$ cat src/rtl/rac_pkg.sv
package rac_pkg;
    localparam int DATA_W = 16;
    localparam int ADDR_W = 15;
    localparam int BUS_W  = 1 + ADDR_W + DATA_W;
    localparam int SEL_W  = 2;
    localparam int ST_W   = 3;

    localparam int WE_BIT    = BUS_W - 1;
    localparam int ADDR_MSB  = WE_BIT - 1;
    localparam int STATE_LSB = DATA_W;
    localparam int REQ_BIT   = STATE_LSB + ST_W;
    localparam int SYNC_BIT  = REQ_BIT + 1;
    localparam int INIT_BIT  = SYNC_BIT + 1;

    typedef enum logic [ST_W-1:0] {
        ST_IDLE      = 3'd0,
        ST_REQ       = 3'd2,
        ST_WAIT_IDLE = 3'd4,
        ST_WAIT_VCLR = 3'd6
    } chan_state_e;

    typedef enum logic [SEL_W-1:0] {
        SEL_CMD  = 2'd0,
        SEL_VCLR = 2'd1,
        SEL_INIT = 2'd2,
        SEL_NONE = 2'd3
    } host_sel_e;

    typedef struct packed {
        logic              wr;
        logic [ADDR_W-1:0] addr;
        logic [DATA_W-1:0] data;
    } chan_cmd_t;
endpackage

$ cat src/rtl/rac_host_regs.sv
module rac_host_regs
    import rac_pkg::*;
(
    input  logic             clk,
    input  logic             rst_n,
    input  logic             bus_we,
    input  logic [SEL_W-1:0] bus_sel,
    input  logic [BUS_W-1:0] bus_wdata,
    input  logic             fsm_idle,
    output logic             cmd_fire,
    output chan_cmd_t        cmd,
    output logic             vclr_pulse,
    output logic             init_done,
    output logic             err
);
    typedef struct packed {
        logic init_done;
        logic err;
    } hregs_t;

    hregs_t    r_d, r_q;
    host_sel_e sel;
    logic      cmd_hit;

    always_comb begin
        sel        = host_sel_e'(bus_sel);
        cmd_hit    = bus_we && (sel == SEL_CMD);
        cmd.wr     = bus_wdata[WE_BIT];
        cmd.addr   = bus_wdata[ADDR_MSB -: ADDR_W];
        cmd.data   = bus_wdata[DATA_W-1:0];
        cmd_fire   = cmd_hit && r_q.init_done && fsm_idle;
        vclr_pulse = bus_we && (sel == SEL_VCLR) && bus_wdata[0];

        r_d = r_q;
        if (cmd_hit && r_q.init_done && !fsm_idle) begin
            r_d.err = 1'b1;
        end
        if (bus_we && (sel == SEL_INIT)) begin
            r_d.init_done = bus_wdata[0];
        end
    end

    always_ff @(posedge clk or negedge rst_n) begin
        if (!rst_n) begin
            r_q <= '0;
        end else begin
            r_q <= r_d;
        end
    end

    assign init_done = r_q.init_done;
    assign err       = r_q.err;
endmodule

$ cat src/rtl/rac_chan_fsm.sv
module rac_chan_fsm
    import rac_pkg::*;
(
    input  logic              clk,
    input  logic              rst_n,
    input  logic              cmd_fire,
    input  chan_cmd_t         cmd,
    input  logic              vclr_pulse,
    input  logic              ser_ack,
    input  logic              ser_done,
    input  logic [DATA_W-1:0] ser_rdata,
    output chan_state_e       state,
    output logic              req,
    output logic              sync_idle,
    output chan_cmd_t         cur_cmd,
    output logic [DATA_W-1:0] rdata
);
    typedef struct packed {
        chan_state_e       state;
        logic              req;
        logic              sync_idle;
        chan_cmd_t         cmd;
        logic [DATA_W-1:0] rdata;
    } fsm_t;

    fsm_t f_d, f_q;

    always_comb begin
        f_d = f_q;
        unique case (f_q.state)
            ST_IDLE: begin
                if (cmd_fire) begin
                    f_d.state     = ST_REQ;
                    f_d.req       = 1'b1;
                    f_d.sync_idle = 1'b0;
                    f_d.cmd       = cmd;
                end
            end
            ST_REQ: begin
                if (ser_ack) begin
                    f_d.state = ST_WAIT_IDLE;
                    f_d.req   = 1'b0;
                end
            end
            ST_WAIT_IDLE: begin
                if (ser_done) begin
                    f_d.sync_idle = 1'b1;
                    if (f_q.cmd.wr) begin
                        f_d.state = ST_IDLE;
                    end else begin
                        f_d.state = ST_WAIT_VCLR;
                        f_d.rdata = ser_rdata;
                    end
                end
            end
            ST_WAIT_VCLR: begin
                if (vclr_pulse) begin
                    f_d.state = ST_IDLE;
                end
            end
            default: begin
                f_d.state = ST_IDLE;
                f_d.req   = 1'b0;
            end
        endcase
    end

    always_ff @(posedge clk or negedge rst_n) begin
        if (!rst_n) begin
            f_q.state     <= ST_IDLE;
            f_q.req       <= 1'b0;
            f_q.sync_idle <= 1'b1;
            f_q.cmd       <= '0;
            f_q.rdata     <= '0;
        end else begin
            f_q <= f_d;
        end
    end

    assign state     = f_q.state;
    assign req       = f_q.req;
    assign sync_idle = f_q.sync_idle;
    assign cur_cmd   = f_q.cmd;
    assign rdata     = f_q.rdata;
endmodule

$ cat src/rtl/rac_status_pack.sv
module rac_status_pack
    import rac_pkg::*;
(
    input  logic [DATA_W-1:0] rdata,
    input  chan_state_e       state,
    input  logic              req,
    input  logic              sync_idle,
    input  logic              init_done,
    output logic [BUS_W-1:0]  status
);
    always_comb begin
        status                         = '0;
        status[DATA_W-1:0]             = rdata;
        status[STATE_LSB +: ST_W]      = state;
        status[REQ_BIT]                = req;
        status[SYNC_BIT]               = sync_idle;
        status[INIT_BIT]               = init_done;
    end
endmodule

$ cat src/rtl/reg_access_chan.sv
module reg_access_chan
    import rac_pkg::*;
(
    input  logic              clk,
    input  logic              rst_n,
    input  logic              bus_we_i,
    input  logic [SEL_W-1:0]  bus_sel_i,
    input  logic [BUS_W-1:0]  bus_wdata_i,
    output logic [BUS_W-1:0]  status_o,
    output logic              err_o,
    output logic              ser_req_o,
    output logic              ser_we_o,
    output logic [ADDR_W-1:0] ser_addr_o,
    output logic [DATA_W-1:0] ser_wdata_o,
    input  logic              ser_ack_i,
    input  logic              ser_done_i,
    input  logic [DATA_W-1:0] ser_rdata_i
);
    logic              cmd_fire;
    chan_cmd_t         new_cmd;
    chan_cmd_t         cur_cmd;
    logic              vclr_pulse;
    logic              init_done;
    chan_state_e       state;
    logic              sync_idle;
    logic [DATA_W-1:0] rdata;

    rac_host_regs u_regs (
        .clk        (clk),
        .rst_n      (rst_n),
        .bus_we     (bus_we_i),
        .bus_sel    (bus_sel_i),
        .bus_wdata  (bus_wdata_i),
        .fsm_idle   (state == ST_IDLE),
        .cmd_fire   (cmd_fire),
        .cmd        (new_cmd),
        .vclr_pulse (vclr_pulse),
        .init_done  (init_done),
        .err        (err_o)
    );

    rac_chan_fsm u_fsm (
        .clk        (clk),
        .rst_n      (rst_n),
        .cmd_fire   (cmd_fire),
        .cmd        (new_cmd),
        .vclr_pulse (vclr_pulse),
        .ser_ack    (ser_ack_i),
        .ser_done   (ser_done_i),
        .ser_rdata  (ser_rdata_i),
        .state      (state),
        .req        (ser_req_o),
        .sync_idle  (sync_idle),
        .cur_cmd    (cur_cmd),
        .rdata      (rdata)
    );

    rac_status_pack u_pack (
        .rdata     (rdata),
        .state     (state),
        .req       (ser_req_o),
        .sync_idle (sync_idle),
        .init_done (init_done),
        .status    (status_o)
    );

    assign ser_we_o    = cur_cmd.wr;
    assign ser_addr_o  = cur_cmd.addr;
    assign ser_wdata_o = cur_cmd.data;
endmodule

$ cat config.mk
export PLATFORM = sky130hd
export DESIGN_NAME = reg_access_chan
export DESIGN_NICKNAME = d
export VERILOG_FILES = /design/src/rtl/rac_pkg.sv /design/src/rtl/rac_host_regs.sv /design/src/rtl/rac_chan_fsm.sv /design/src/rtl/rac_status_pack.sv /design/src/rtl/reg_access_chan.sv
export SDC_FILE = /design/constraint.sdc
export NUM_CORES = 1
export LEC_CHECK = 0
export ABC_AREA = 1
export BUFFER_PORTS_ARGS = -buffer_cell sky130_fd_sc_hd__buf_4
export CELL_PAD_IN_SITES_DETAIL_PLACEMENT = 0
export CELL_PAD_IN_SITES_GLOBAL_PLACEMENT = 1
export CORE_ASPECT_RATIO = 0.7
export CORE_MARGIN = 2
export CORE_UTILIZATION = 33
export CTS_BUF_LIST = sky130_fd_sc_hd__clkbuf_4 sky130_fd_sc_hd__clkbuf_8
export CTS_CLUSTER_DIAMETER = 80
export DETAILED_ROUTE_END_ITERATION = 6
export PLACE_DENSITY_LB_ADDON = 0.1
export RECOVER_POWER = 25
export REMOVE_ABC_BUFFERS = 1
export SLEW_MARGIN = 30
export SYNTH_ARGS = -nofsm -noshare
export SYNTH_HDL_FRONTEND = slang
export SYNTH_SLANG_ARGS = --single-unit
$ cat constraint.sdc
create_clock -name clk -period 1.9 [get_ports clk]
set_clock_uncertainty 0.2 [all_clocks]
set_input_delay 0.57 -clock clk [delete_from_list [all_inputs] [get_ports clk]]
set_output_delay 0.57 -clock clk [all_outputs]
set_load 0.02 [all_outputs]
Word-level counts from Yosys, hierarchy flattened
Index checks and enable logic that the tools add are counted.
Widths: inputs -> output; s select.
- output and inout port bits: 66
- bits in writable memories: 0
- bits in registers: 55
- bits in read-only memories: 0
- latch bits: 0
- memories: 0
- input port bits: 55
- shifts and indexed selects: 0
- bitwise operators: 2
- multipliers: 0
- add/sub/neg operators: 0
- order comparisons: 0
- eq/ne operators: 9
- div/mod/pow operators: 0
- reductions and logical operators: 17
- muxes and demuxes: 9
- operators by type and width (kind ; number):
    $mux 37 ; 1
    $pmux 3 s4 ; 1
    $mux 3 ; 3
    $reduce_and 3->1 ; 3
    $logic_and 1x1->1 ; 7
    $eq 3x3->1 const B ; 2
    $ne 2x2->1 const B ; 3
    $mux 4 ; 1
    $reduce_and 4->1 ; 1
    $eq 3x2->1 const B ; 1
    $logic_not 3->1 ; 1
    $pmux 1 s3 ; 1
    $eq 2x1->1 const B ; 1
    $eq 2x2->1 const B ; 1
    $logic_not 2->1 ; 1
    $ne 2x1->1 const B ; 1
    $not 1->1 ; 2
    $pmux 1 s2 ; 1
    $reduce_and 2->1 ; 1
    $reduce_bool 2->1 ; 1
    $reduce_or 2->1 ; 1
    $logic_not 1->1 ; 1
    $mux 1 ; 1

Logic depth before layout (Yosys ltp)
Gate-level depths: netlist of run 1.
- depth after elaboration: 6
- gate-level depth with buffers: 7
- mapped depth without buffers: 7

Modules after synthesis
From an unflattened synthesis of run 1, not the netlist that was laid out.
- cells, all modules: 326
- area, all modules: 2862.7 µm²
- modules (own cells, without submodules) (module ; seq. area each (µm²) ; times used ; area an instance (µm²) ; cells an instance):
    rac_chan_fsm ; 1302.5 ; 1 ; 2227.1 ; 238
    rac_host_regs ; 50.0 ; 1 ; 374.1 ; 51
    rac_status_pack ; 0.0 ; 1 ; 244.0 ; 33
    reg_access_chan ; 0.0 ; 1 ; 17.5 ; 4

Worst setup path after synthesis of run 1
No wires, ideal clock.
- path type: input to register
- start: in bus_we_i
- end: reg u_fsm.f_q, in the netlist u_fsm.cur_cmd[10]
- arrival time: 1.211 ns
- path slack: 0.372 ns
- library setup time: 0.116 ns
- stages on the path: 6
- required time: 1.584 ns
- cells stage by stage: inv_1 -> nor2_1 -> nand3_4 -> buf_2 -> nand2_1 -> nand2_1
- word-level cells in the longest chain between the ends: 4
- RTL lines (element ; line ; text):
    start, declared ; reg_access_chan.sv:6 ; input logic bus_we_i,
    $logic_and 1x1->1 ; rac_host_regs.sv:27 ; cmd_hit = bus_we && (sel == SEL_CMD);
    $logic_and 1x1->1 (2 in a row) ; rac_host_regs.sv:31 ; cmd_fire = cmd_hit && r_q.init_done && fsm_idle;
    $reduce_and 2->1 (no source line) ; - ;
    end, declared ; rac_chan_fsm.sv:26 ; fsm_t f_d, f_q;
No other way between the ends.
A chain may end at the register's enable or synchronous reset.

Worst setup path in the final report of run 1
- start: reg, netlist name u_fsm.state[1]
- end: out status_o[17]
- RTL lines (element ; line ; text):
    end, declared ; reg_access_chan.sv:9 ; output logic [BUS_W-1:0] status_o,
No word-level cell between the ends.

==> run metrics, run 1 <==
1st-pass router iterations 4; GRT Total Usage 0.141; Skew-Pair Late Insertion Delay 0.30 ns; CP startpoint kind flop; critical path depth in cells 1; TritonCTS buffer count 5; crit path max-delay cell type dfrtp_1; area grow syn2layout 40.8%; worst path bufs/invs 1; Non-Filler Instances 467; Pleak 1.87 nW; Final Cycle Share 0.935; clk root buf clkbuf_8; Rel. slew slack 0.539; cell accounting for the most synthesized area dfrtp_1; Fmax 563 MHz; Syn. warnings 0; DR vias 1923; Die H 74.2 um; post-route setup slack 0.124 ns; row count 25; Critical Path RT 1.13 ns; hold crit path type input port to flop; Critical Path End Type output pin; CTS tree done; Least-Margin Pin Slew 0.691 ns; cell area after synthesis 2320 um2; Synth Register Bits 54; Max-Cap Viols 0; DR vias/cell 4.12; slowest cell delay on critical path 0.51 ns; Reg clk slew, reported paths 0.10 ns; Top Family by Delay on Critical Path flip-flops; CTS Buffer Depth 2; detailed placement HPWL 3760 um; DR WL/cell 11.2 um; Cell variety after synth 21; Pwr per Cell Area 1600 nW/um2; Nets 427; effective utilization at floorplan 0.342; top_reg_cell synth dfrtp_1; worst setup path end status_o[17]; Setup crit start u_fsm.state[1]; Fin. Hold Viols 0; Final Cell Area 3270 um2; post-cts resize count 0; clk sinks 54; crit path time final 1.78 ns; H-tree levels 2; pre-CTS setup slack 0.0802 ns; Placed Instances 458; VDD IR-drop max 605 uV; number of global-route vias before repair 1858; setup_tns 0 ns; layout cells sized above 1 0.351; Max Slew Vio Count 0; Setup CP Type flop to output pin; Gate Count Post-Synth 265; Yosys top cell area share 0.571; largest net degree at the start of global routing 34; top cells by area, synth dfrtp_1, nand2_1, buf_4; RSZ-0062 raised after global routing no; FF-to-FF Start u_fsm.state[1]; core area 6790 um2; R2R Setup Slk 0.31 ns; DR iter-0 viols 64; most frequent cell after synthesis nand2_1; # port buffers 109; Worst Reg-to-Reg Cells 4; reg2reg end u_fsm.sync_idle; GRT overflow 0; post-route ant nets 0; CP cell instances buf_4; Residual DRC 0; first-pass GRT wire length 8710 um; Ports 121; ys async rst share 1.00; Die W 104 um; full die area 7740 um2; register area share after synthesis 0.582; placer congestion estimate 0.762; Diodes inserted 0; critical path arrival 1.01 ns; Cell Area, Placed 3170 um2; Commonest cells post-synth nand2_1, dfrtp_1, inv_1; Syn Area/Cell 8.77 um2; final wirelength 5250 um; Setup Viol. Count Final 0; outcome completed; Post-synth EDFFs 0; critical path peak fanout 8; initial antenna violation count 0
## routing by layer
| metal | vias up | wire [um] | global-route usage |
|---|---|---|---|
| met5 | - | 0 | 0 |
| met4 | 0 | 23 | 0.0315 |
| met3 | 2 | 434 | 0.0500 |
| met2 | 68 | 2410 | 0.241 |
| met1 | 869 | 2390 | 0.176 |
| li1 | 984 | - | - |
## where the power goes
group	total [mW]	leakage (nW)	switching (mW)	internal [mW]
combinational	2.54	1.15	1.44	1.09
sequential	2.02	0.671	0.323	1.70
clock	0.672	0.0472	0.378	0.294
## stage by stage
step           hold slack (ns)  power [mW]  utilization
3_5_place_dp             0.266        4.62        0.467
6_report                 0.256        5.23        0.482
4_1_cts                  0.243        5.32        0.483
3_3_place_gp             0.263        4.61        0.467
2_1_floorplan           0.0744        3.40            -
5_1_grt                  0.244        5.61        0.482
## kinds of logic after synthesis
| group | share of synthesized area |
|---|---|
| AOI/OAI and AO/OA | 0.0576 |
| and+or+nand+nor | 0.240 |
| other | 0.00161 |
| buffers and inverters | 0.118 |
| DFF | 0.582 |
## worst min path at each step
stage                            from           endpoint  slack, ns  depth (start not counted)
finish                bus_wdata_i[10]  u_fsm.cur_cmd[10]       0.26                          3
detailed placement  u_fsm.cur_cmd[23]  u_fsm.cur_cmd[23]       0.27                          2
global placement    u_fsm.cur_cmd[23]  u_fsm.cur_cmd[23]       0.26                          2
floorplan                       rst_n   u_fsm.cur_cmd[0]       0.07                          0
global route          bus_wdata_i[19]  u_fsm.cur_cmd[19]       0.24                          3
CTS                   bus_wdata_i[10]  u_fsm.cur_cmd[10]       0.24                          3
## final cells by class
class                   instances  area (um2)
fillers                       702        3520
flip-flops and latches         54        1350
repair buffers                113         870
multi-input cells             171         733
well taps                      94         118
inverters                      27         104
clock buffers                   6        82.6
clock inverters                 2        12.5
## worst min-delay path: stages
cell	delay [ns]
buf_4	0.07
nand2_1	0.04
nand2_1	0.04
## what timing repair did
action | CTS | global route
hold buffers | 1 | 0
hold endpoints to repair | 23 | 0
buffers inserted | 0 | 0
## layout by cell type (no fill, tap or decap), types with 3 or more instances in the layout
cell type	synthesis	final
nand2_1	125	125
clkbuf_8	0	6
dfrtp_1	53	53
conb_1	1	11
inv_1	26	26
o21ai_2	6	6
nand3_1	3	3
nand4_1	3	3
nor2_1	4	4
buf_4	15	108
o21ai_1	10	10
## sequential cells by signal (all words and copies together), names as in the netlist
signal	cells
u_fsm.cur_cmd	32
u_regs.init_done	1
u_fsm.state	2
u_fsm.sync_idle	1
u_fsm.req	1
u_regs.err	1
u_fsm.rdata	16
Power figures use the tool's default switching activity.
==> run 2, diff against run 1 <==
==> constraint.sdc (replaced) <==
create_clock -name clk -period 1.9 [get_ports clk]
set_clock_uncertainty 0.2 [all_clocks]
set_input_delay 0.38 -clock clk [delete_from_list [all_inputs] [get_ports clk]]
set_output_delay 0.38 -clock clk [all_outputs]
set_load 0.02 [all_outputs]
==> run metrics, run 2 (synthesized netlist as in run 1, its figures left out) <==
outcome completed; CP startpoint kind flop; Setup Viol. Count Final 0 (unchanged); Diodes inserted 0 (unchanged); area grow syn2layout 40.0%; 1st-pass router iterations 4 (unchanged); commonest non-fill, non-tap cell in the layout nand2_1; hold crit path type input port to flop; met1 Track Usage GR 0.187 (+0.0116); DR vias/cell 4.09 (-0.72%); reg2reg end u_fsm.state[1]; DR vias 1905 (-0.94%); Ports 121 (unchanged); clk sinks 54 (unchanged); Reg clk slew, reported paths 0.09 ns (about the same); initial antenna violation count 0 (unchanged); Pwr per Cell Area 1590 nW/um2 (-0.22%); critical path arrival 1.58 ns (+0.57 ns); FF-to-FF Start u_fsm.state[1]; clk root buf clkbuf_8; GRT Total Usage 0.141 (-0.000194); met3 usage 0.0517 (+0.00175); pre-CTS setup slack 0.267 ns (+0.187 ns); Pleak 1.86 nW (-0.49%); max reg flops 32 (unchanged); Residual DRC 0 (unchanged); Skew-Pair Late Insertion Delay 0.29 ns (about the same); Final Cycle Share 0.836 (-0.0988); DR iter-0 viols 54 (-16%); hold path startpoint bus_wdata_i[4]; Least-Margin Pin Slew 0.688 ns (-0.00328 ns); Setup CP Type flop to flop; Fin. Hold Viols 0 (unchanged); TritonCTS buffer count 5 (unchanged); H-tree levels 2 (unchanged); setup_tns 0 ns (unchanged); VDD IR-drop max 756 uV (+25%); detailed placement HPWL 3860 um (+2.8%); final wirelength 5340 um (+1.6%); Fmax 630 MHz (+12%); Rel. slew slack 0.542 (+0.00218); critical path peak fanout 33 (+25); Nets 427 (unchanged); placer congestion estimate 0.781 (+2.5%); Placed Instances 458 (unchanged); R2R Setup Slk 0.31 ns (about the same); Top Usage Layer GRT met2; RSZ-0062 raised after global routing no; hold_ws 0.0699 ns (-0.186 ns); CTS Buffer Depth 2 (unchanged); Die H 74.2 um (unchanged); Critical Path RT 1.89 ns (+0.76 ns); hold path endpoint u_fsm.cur_cmd[4]; effective utilization at floorplan 0.342 (unchanged); Hold Path Stages 3 (unchanged); met2 GRT Util 0.222 (-0.0189); full die area 7740 um2 (unchanged); CTS tree done; first-pass GRT wire length 8710 um (about the same); number of global-route vias before repair 1848 (-0.54%); Worst Reg-to-Reg Cells 6 (+2); Max-Cap Viols 0 (unchanged); Max Slew Vio Count 0 (unchanged); core area 6790 um2 (unchanged); post-route ant nets 0 (unchanged); most frequent cells in the layout nand2_1, buf_4, dfrtp_1, inv_1, conb_1; crit path time final 1.59 ns (-0.188 ns); largest net degree at the start of global routing 34 (unchanged); Cell Area, Placed 3160 um2 (-0.39%); Die W 104 um (unchanged); layout filler cell count 676 (-3.7%); layout cells sized above 1 0.352 (+0.000944); # port buffers 109 (unchanged); post-cts resize count 0 (unchanged); Non-Filler Instances 466 (-0.21%); Critical Path End Type flop; post-route setup slack 0.312 ns (+0.188 ns); DR WL/cell 11.5 um (+1.8%); Final Cell Area 3250 um2 (-0.61%); GRT overflow 0 (unchanged); row count 25 (unchanged)
==> run 2: what timing repair did <==
item	in CTS	in global routing
endpoints found under the hold margin	24	0
setup buffers	0	0
hold buffers	1	0
setup endpoints to repair	0	0
==> run 2: layer usage <==
layer	vias to the layer above	share of wire
met5	-	0
met4	0	0.0043
met3	2	0.076
met2	63	0.45
met1	860	0.47
li1	980	-
==> run 2: how the worst max path moves through the flow <==
| stage | from | end | slack [ns] | depth (start not counted) |
|---|---|---|---|---|
| after floorplan | u_fsm.state[2] | u_fsm.rdata[0] | 0.15 | 5 |
| after global placement | bus_we_i | u_fsm.state[1] | 0.29 | 8 |
| after detailed placement | bus_sel_i[0] | u_fsm.sync_idle | 0.27 | 5 |
| after CTS | u_fsm.state[1] | u_fsm.state[1] | 0.28 | 6 |
| after global routing | u_fsm.state[1] | u_fsm.state[1] | 0.14 | 6 |
| final | u_fsm.state[1] | u_fsm.state[1] | 0.31 | 6 |
==> run 2: area by class of cell <==
cell class / instances / area [um2] / share of cell area
Clock buffer: 6 / 76.3 / 0.0235
Multi-Input combinational cell: 171 / 733 / 0.225
Tap cell: 94 / 118 / 0.0362
Timing Repair Buffer: 113 / 861 / 0.265
Sequential cell: 54 / 1350 / 0.416
Clock inverter: 1 / 7.51 / 0.00231
Inverter: 27 / 104 / 0.0319
==> run 2: critical path, stage by stage (launching register included) <==
cell,delay [ns]
dfrtp_1,0.50
nor2_2,0.11
nand3_4,0.11
buf_4,0.34
nand2_1,0.09
nand4_1,0.08
nand2_1,0.05
==> run 2: power breakdown <==
group / internal, mW / switching, mW / leakage (nW) / total, mW
registers: 1.70 / 0.333 / 0.671 / 2.03
clock network: 0.268 / 0.357 / 0.0407 / 0.625
logic: 1.08 / 1.45 / 1.14 / 2.53
==> run 2: per-stage QoR <==
step / power (mW) / utilization
finish: 5.19 / 0.479
global route: 5.56 / 0.479
CTS: 5.26 / 0.479
detailed placement: 4.62 / 0.466
global placement: 4.60 / 0.466
floorplan: 3.40 / -
==> run 3, diff against run 2 <==
--- a/config.mk
+++ b/config.mk
@@ -5,13 +5,13 @@
 export SDC_FILE = /design/constraint.sdc
 export NUM_CORES = 1
 export LEC_CHECK = 0
-export ABC_AREA = 1
+export ABC_AREA = 0
 export BUFFER_PORTS_ARGS = -buffer_cell sky130_fd_sc_hd__buf_4
 export CELL_PAD_IN_SITES_DETAIL_PLACEMENT = 0
 export CELL_PAD_IN_SITES_GLOBAL_PLACEMENT = 1
 export CORE_ASPECT_RATIO = 0.7
 export CORE_MARGIN = 2
-export CORE_UTILIZATION = 33
+export CORE_UTILIZATION = 35
 export CTS_BUF_LIST = sky130_fd_sc_hd__clkbuf_4 sky130_fd_sc_hd__clkbuf_8
 export CTS_CLUSTER_DIAMETER = 80
 export DETAILED_ROUTE_END_ITERATION = 6
==> constraint.sdc (replaced) <==
create_clock -name clk -period 1.5 [get_ports clk]
set_clock_uncertainty 0.2 [all_clocks]
set_input_delay 0.3 -clock clk [delete_from_list [all_inputs] [get_ports clk]]
set_output_delay 0.3 -clock clk [all_outputs]
set_load 0.02 [all_outputs]
==> run metrics, run 3 <==
Max-Cap Viols 0 (unchanged); TritonCTS buffer count 5 (unchanged); GRT Total Usage 0.136 (-0.00510); critical path arrival 1.56 ns (-0.02 ns); Gate Count Post-Synth 144 (-46%); crit path time final 1.57 ns (-0.0217 ns); max reg flops 32 (unchanged); CTS Buffer Depth 2 (unchanged); Skew-Pair Late Insertion Delay 0.30 ns (about the same); H-tree levels 2 (unchanged); R2R Setup Slk -0.07 ns (-0.38 ns); Final Cycle Share 1.04 (+0.208); footprint of the multi-input gates 881 um2 (+20%); Reg clk slew, reported paths 0.10 ns (about the same); Commonest cells post-synth dfrtp_1, mux2_4, mux2_2; commonest non-fill, non-tap cell in the layout buf_4; most frequent cell after synthesis dfrtp_1; number of global-route vias before repair 1532 (-17%); Max Slew Vio Count 0 (unchanged); row count 24 (-4.0%); pre-CTS setup slack -0.182 ns (-0.449 ns); detailed placement HPWL 3500 um (-9.5%); DR iter-0 viols 36 (-33%); Syn. warnings 0 (unchanged); Placed Instances 335 (-27%); Non-Filler Instances 353 (-24%); 1st-pass router iterations 4 (unchanged); most frequent cells in the layout buf_4, dfrtp_1, mux2_4, conb_1, buf_6; slowest cell delay on critical path 0.40 ns (-0.10 ns); hold path startpoint bus_wdata_i[20]; RSZ-0062 raised after global routing yes; Critical Path End Type flop; Yosys top cell area share 0.572 (+0.00154); hold crit path type input port to flop; Net Sw Power 2.64 mW (+24%); switch share 0.353 (-0.0591); Synth Register Bits 54 (unchanged); Pwr per Cell Area 2120 nW/um2 (+33%); Power Internal 4.85 mW (+59%); effective utilization at floorplan 0.367 (+0.0252); failing checks setup timing; VDD IR-drop max 921 uV (+22%); CTS tree done; Fmax 638 MHz (+1.4%); CP startpoint kind flop; clk root buf clkbuf_8; core area 6310 um2 (-7.1%); final wirelength 5120 um (-4.1%); full die area 7300 um2 (-5.7%); Post-synth EDFFs 0 (unchanged); cell accounting for the most synthesized area dfrtp_1; Gate power share 0.519 (+0.031); register area 1350 um2 (unchanged); post-route setup slack -0.0663 ns (-0.378 ns); post-route ant nets 0 (unchanged); reg2reg end u_fsm.rdata[7]; Cell variety after synth 24 (+14%); DR vias 1566 (-18%); setup_tns -0.914 ns (-0.914 ns); area grow syn2layout 52.2%; layout filler cell count 541 (-20%); clock power share 0.132 (+0.012); initial antenna violation count 0 (unchanged); first-pass GRT wire length 7700 um (-12%); Top Family by Delay on Critical Path flip-flops; Hold Path Stages 2 (-1); cell area after synthesis 2320 um2 (-0.27%); Nets 329 (-23%); critical path peak fanout 6 (-82%); outcome finished with violations; Die H 72.1 um (-2.9%); Diodes inserted 0 (unchanged); CP cell instances and4bb_4 -> buf_6 -> mux2_2; Worst Reg-to-Reg Cells 3 (-3); clk sinks 54 (unchanged); placer congestion estimate 0.712 (-8.9%); Fin. Hold Viols 0 (unchanged); top_reg_cell synth dfrtp_1; DR WL/cell 14.5 um (+27%); Flop pwr share 0.349 (-0.043); crit path max-delay cell type dfrtp_1; Syn Area/Cell 16.1 um2 (+84%); critical path depth in cells 3 (-3); ys async rst share 1.00 (unchanged); DR vias/cell 4.44 (+8.5%); register area share after synthesis 0.584 (+0.00157); Pleak 1.87 nW (+0.68%); Die W 101 um (-2.9%); hold path endpoint u_fsm.cur_cmd[20]; top cells by area, synth dfrtp_1, mux2_4, mux2_2; Setup Viol. Count Final 30 (+30); # port buffers 109 (unchanged); worst path bufs/invs 1 (unchanged); layout cells sized above 1 0.684 (+0.331); Setup CP Type flop to flop; FF-to-FF Start u_fsm.cur_cmd[31]; GRT overflow 0 (unchanged); largest net degree at the start of global routing 26 (-24%); Residual DRC 0 (unchanged); Ports 121 (unchanged); Critical Path RT 1.50 ns (-0.39 ns)
run 3: kinds of logic (layout without fill, tap and decap cells):
| family | Yosys count | after routing | share of synthesized area |
|---|---|---|---|
| simple gates | 14 | 14 | 0.0383 |
| flops | 54 | 54 | 0.584 |
| mux | 49 | 49 | 0.282 |
| compound gates | 5 | 5 | 0.0135 |
| buf+inv | 21 | 142 | 0.0810 |
| other cells | 1 | 11 | 0.00162 |
run 3: worst max-delay path by stage:
stage          slack (ns)                end              start
2_1_floorplan       -1.09   u_fsm.cur_cmd[0]   u_regs.init_done
3_3_place_gp        -0.16  u_fsm.cur_cmd[24]       bus_sel_i[1]
3_5_place_dp        -0.18  u_fsm.cur_cmd[10]       bus_sel_i[1]
4_1_cts             -0.08  u_fsm.cur_cmd[29]   u_regs.init_done
5_1_grt             -0.11     u_fsm.rdata[7]     u_fsm.state[1]
6_report            -0.07     u_fsm.rdata[7]  u_fsm.cur_cmd[31]
run 3: area by class of cell:
| cell class | instances | share of cell area |
|---|---|---|
| clock inverters | 3 | 0.0128 |
| inverters | 1 | 0.00106 |
| clock buffers | 5 | 0.0195 |
| multi-input cells | 79 | 0.250 |
| well taps | 78 | 0.0277 |
| repair buffers | 133 | 0.306 |
| flip-flops and latches | 54 | 0.383 |
run 3: per-stage QoR:
step | power [mW] | hold slack (ns) | utilization | cell area [um2]
after floorplan | 4.55 | -0.196 | - | 2170
after global placement | 6.20 | -0.0205 | 0.511 | 3220
after detailed placement | 6.21 | -0.0178 | 0.511 | 3220
after CTS | 7.40 | 0.000696 | 0.545 | 3440
after global routing | 7.90 | 0.0000190 | 0.559 | 3530
final | 7.49 | 0.0125 | 0.559 | 3530
run 3: routing by layer:
| layer | vias up | global-route usage | routed length, um |
|---|---|---|---|
| met2 | 69 | 0.205 | 2300 |
| met5 | - | 0 | 0 |
| met1 | 758 | 0.196 | 2440 |
| met3 | 5 | 0.0376 | 347 |
| li1 | 734 | - | - |
| met4 | 0 | 0.0315 | 30 |
run 3: timing repair:
action	in CTS	in global routing
gates resized for setup	18	10
cloned	0	1
hold endpoints to repair	57	2
pin swaps	1	1
setup buffers	0	3
hold buffers	4	2
endpoints found under the setup margin	50	53
run 3: power groups by stage:
stage	Combinational [mW]	Clock (mW)	Sequential, mW
6_report	3.88	0.989	2.61
5_1_grt	4.10	1.09	2.71
4_1_cts	3.77	1.02	2.60
3_5_place_dp	3.61	0	2.60
3_3_place_gp	3.58	0	2.62
2_1_floorplan	1.04	0	3.51
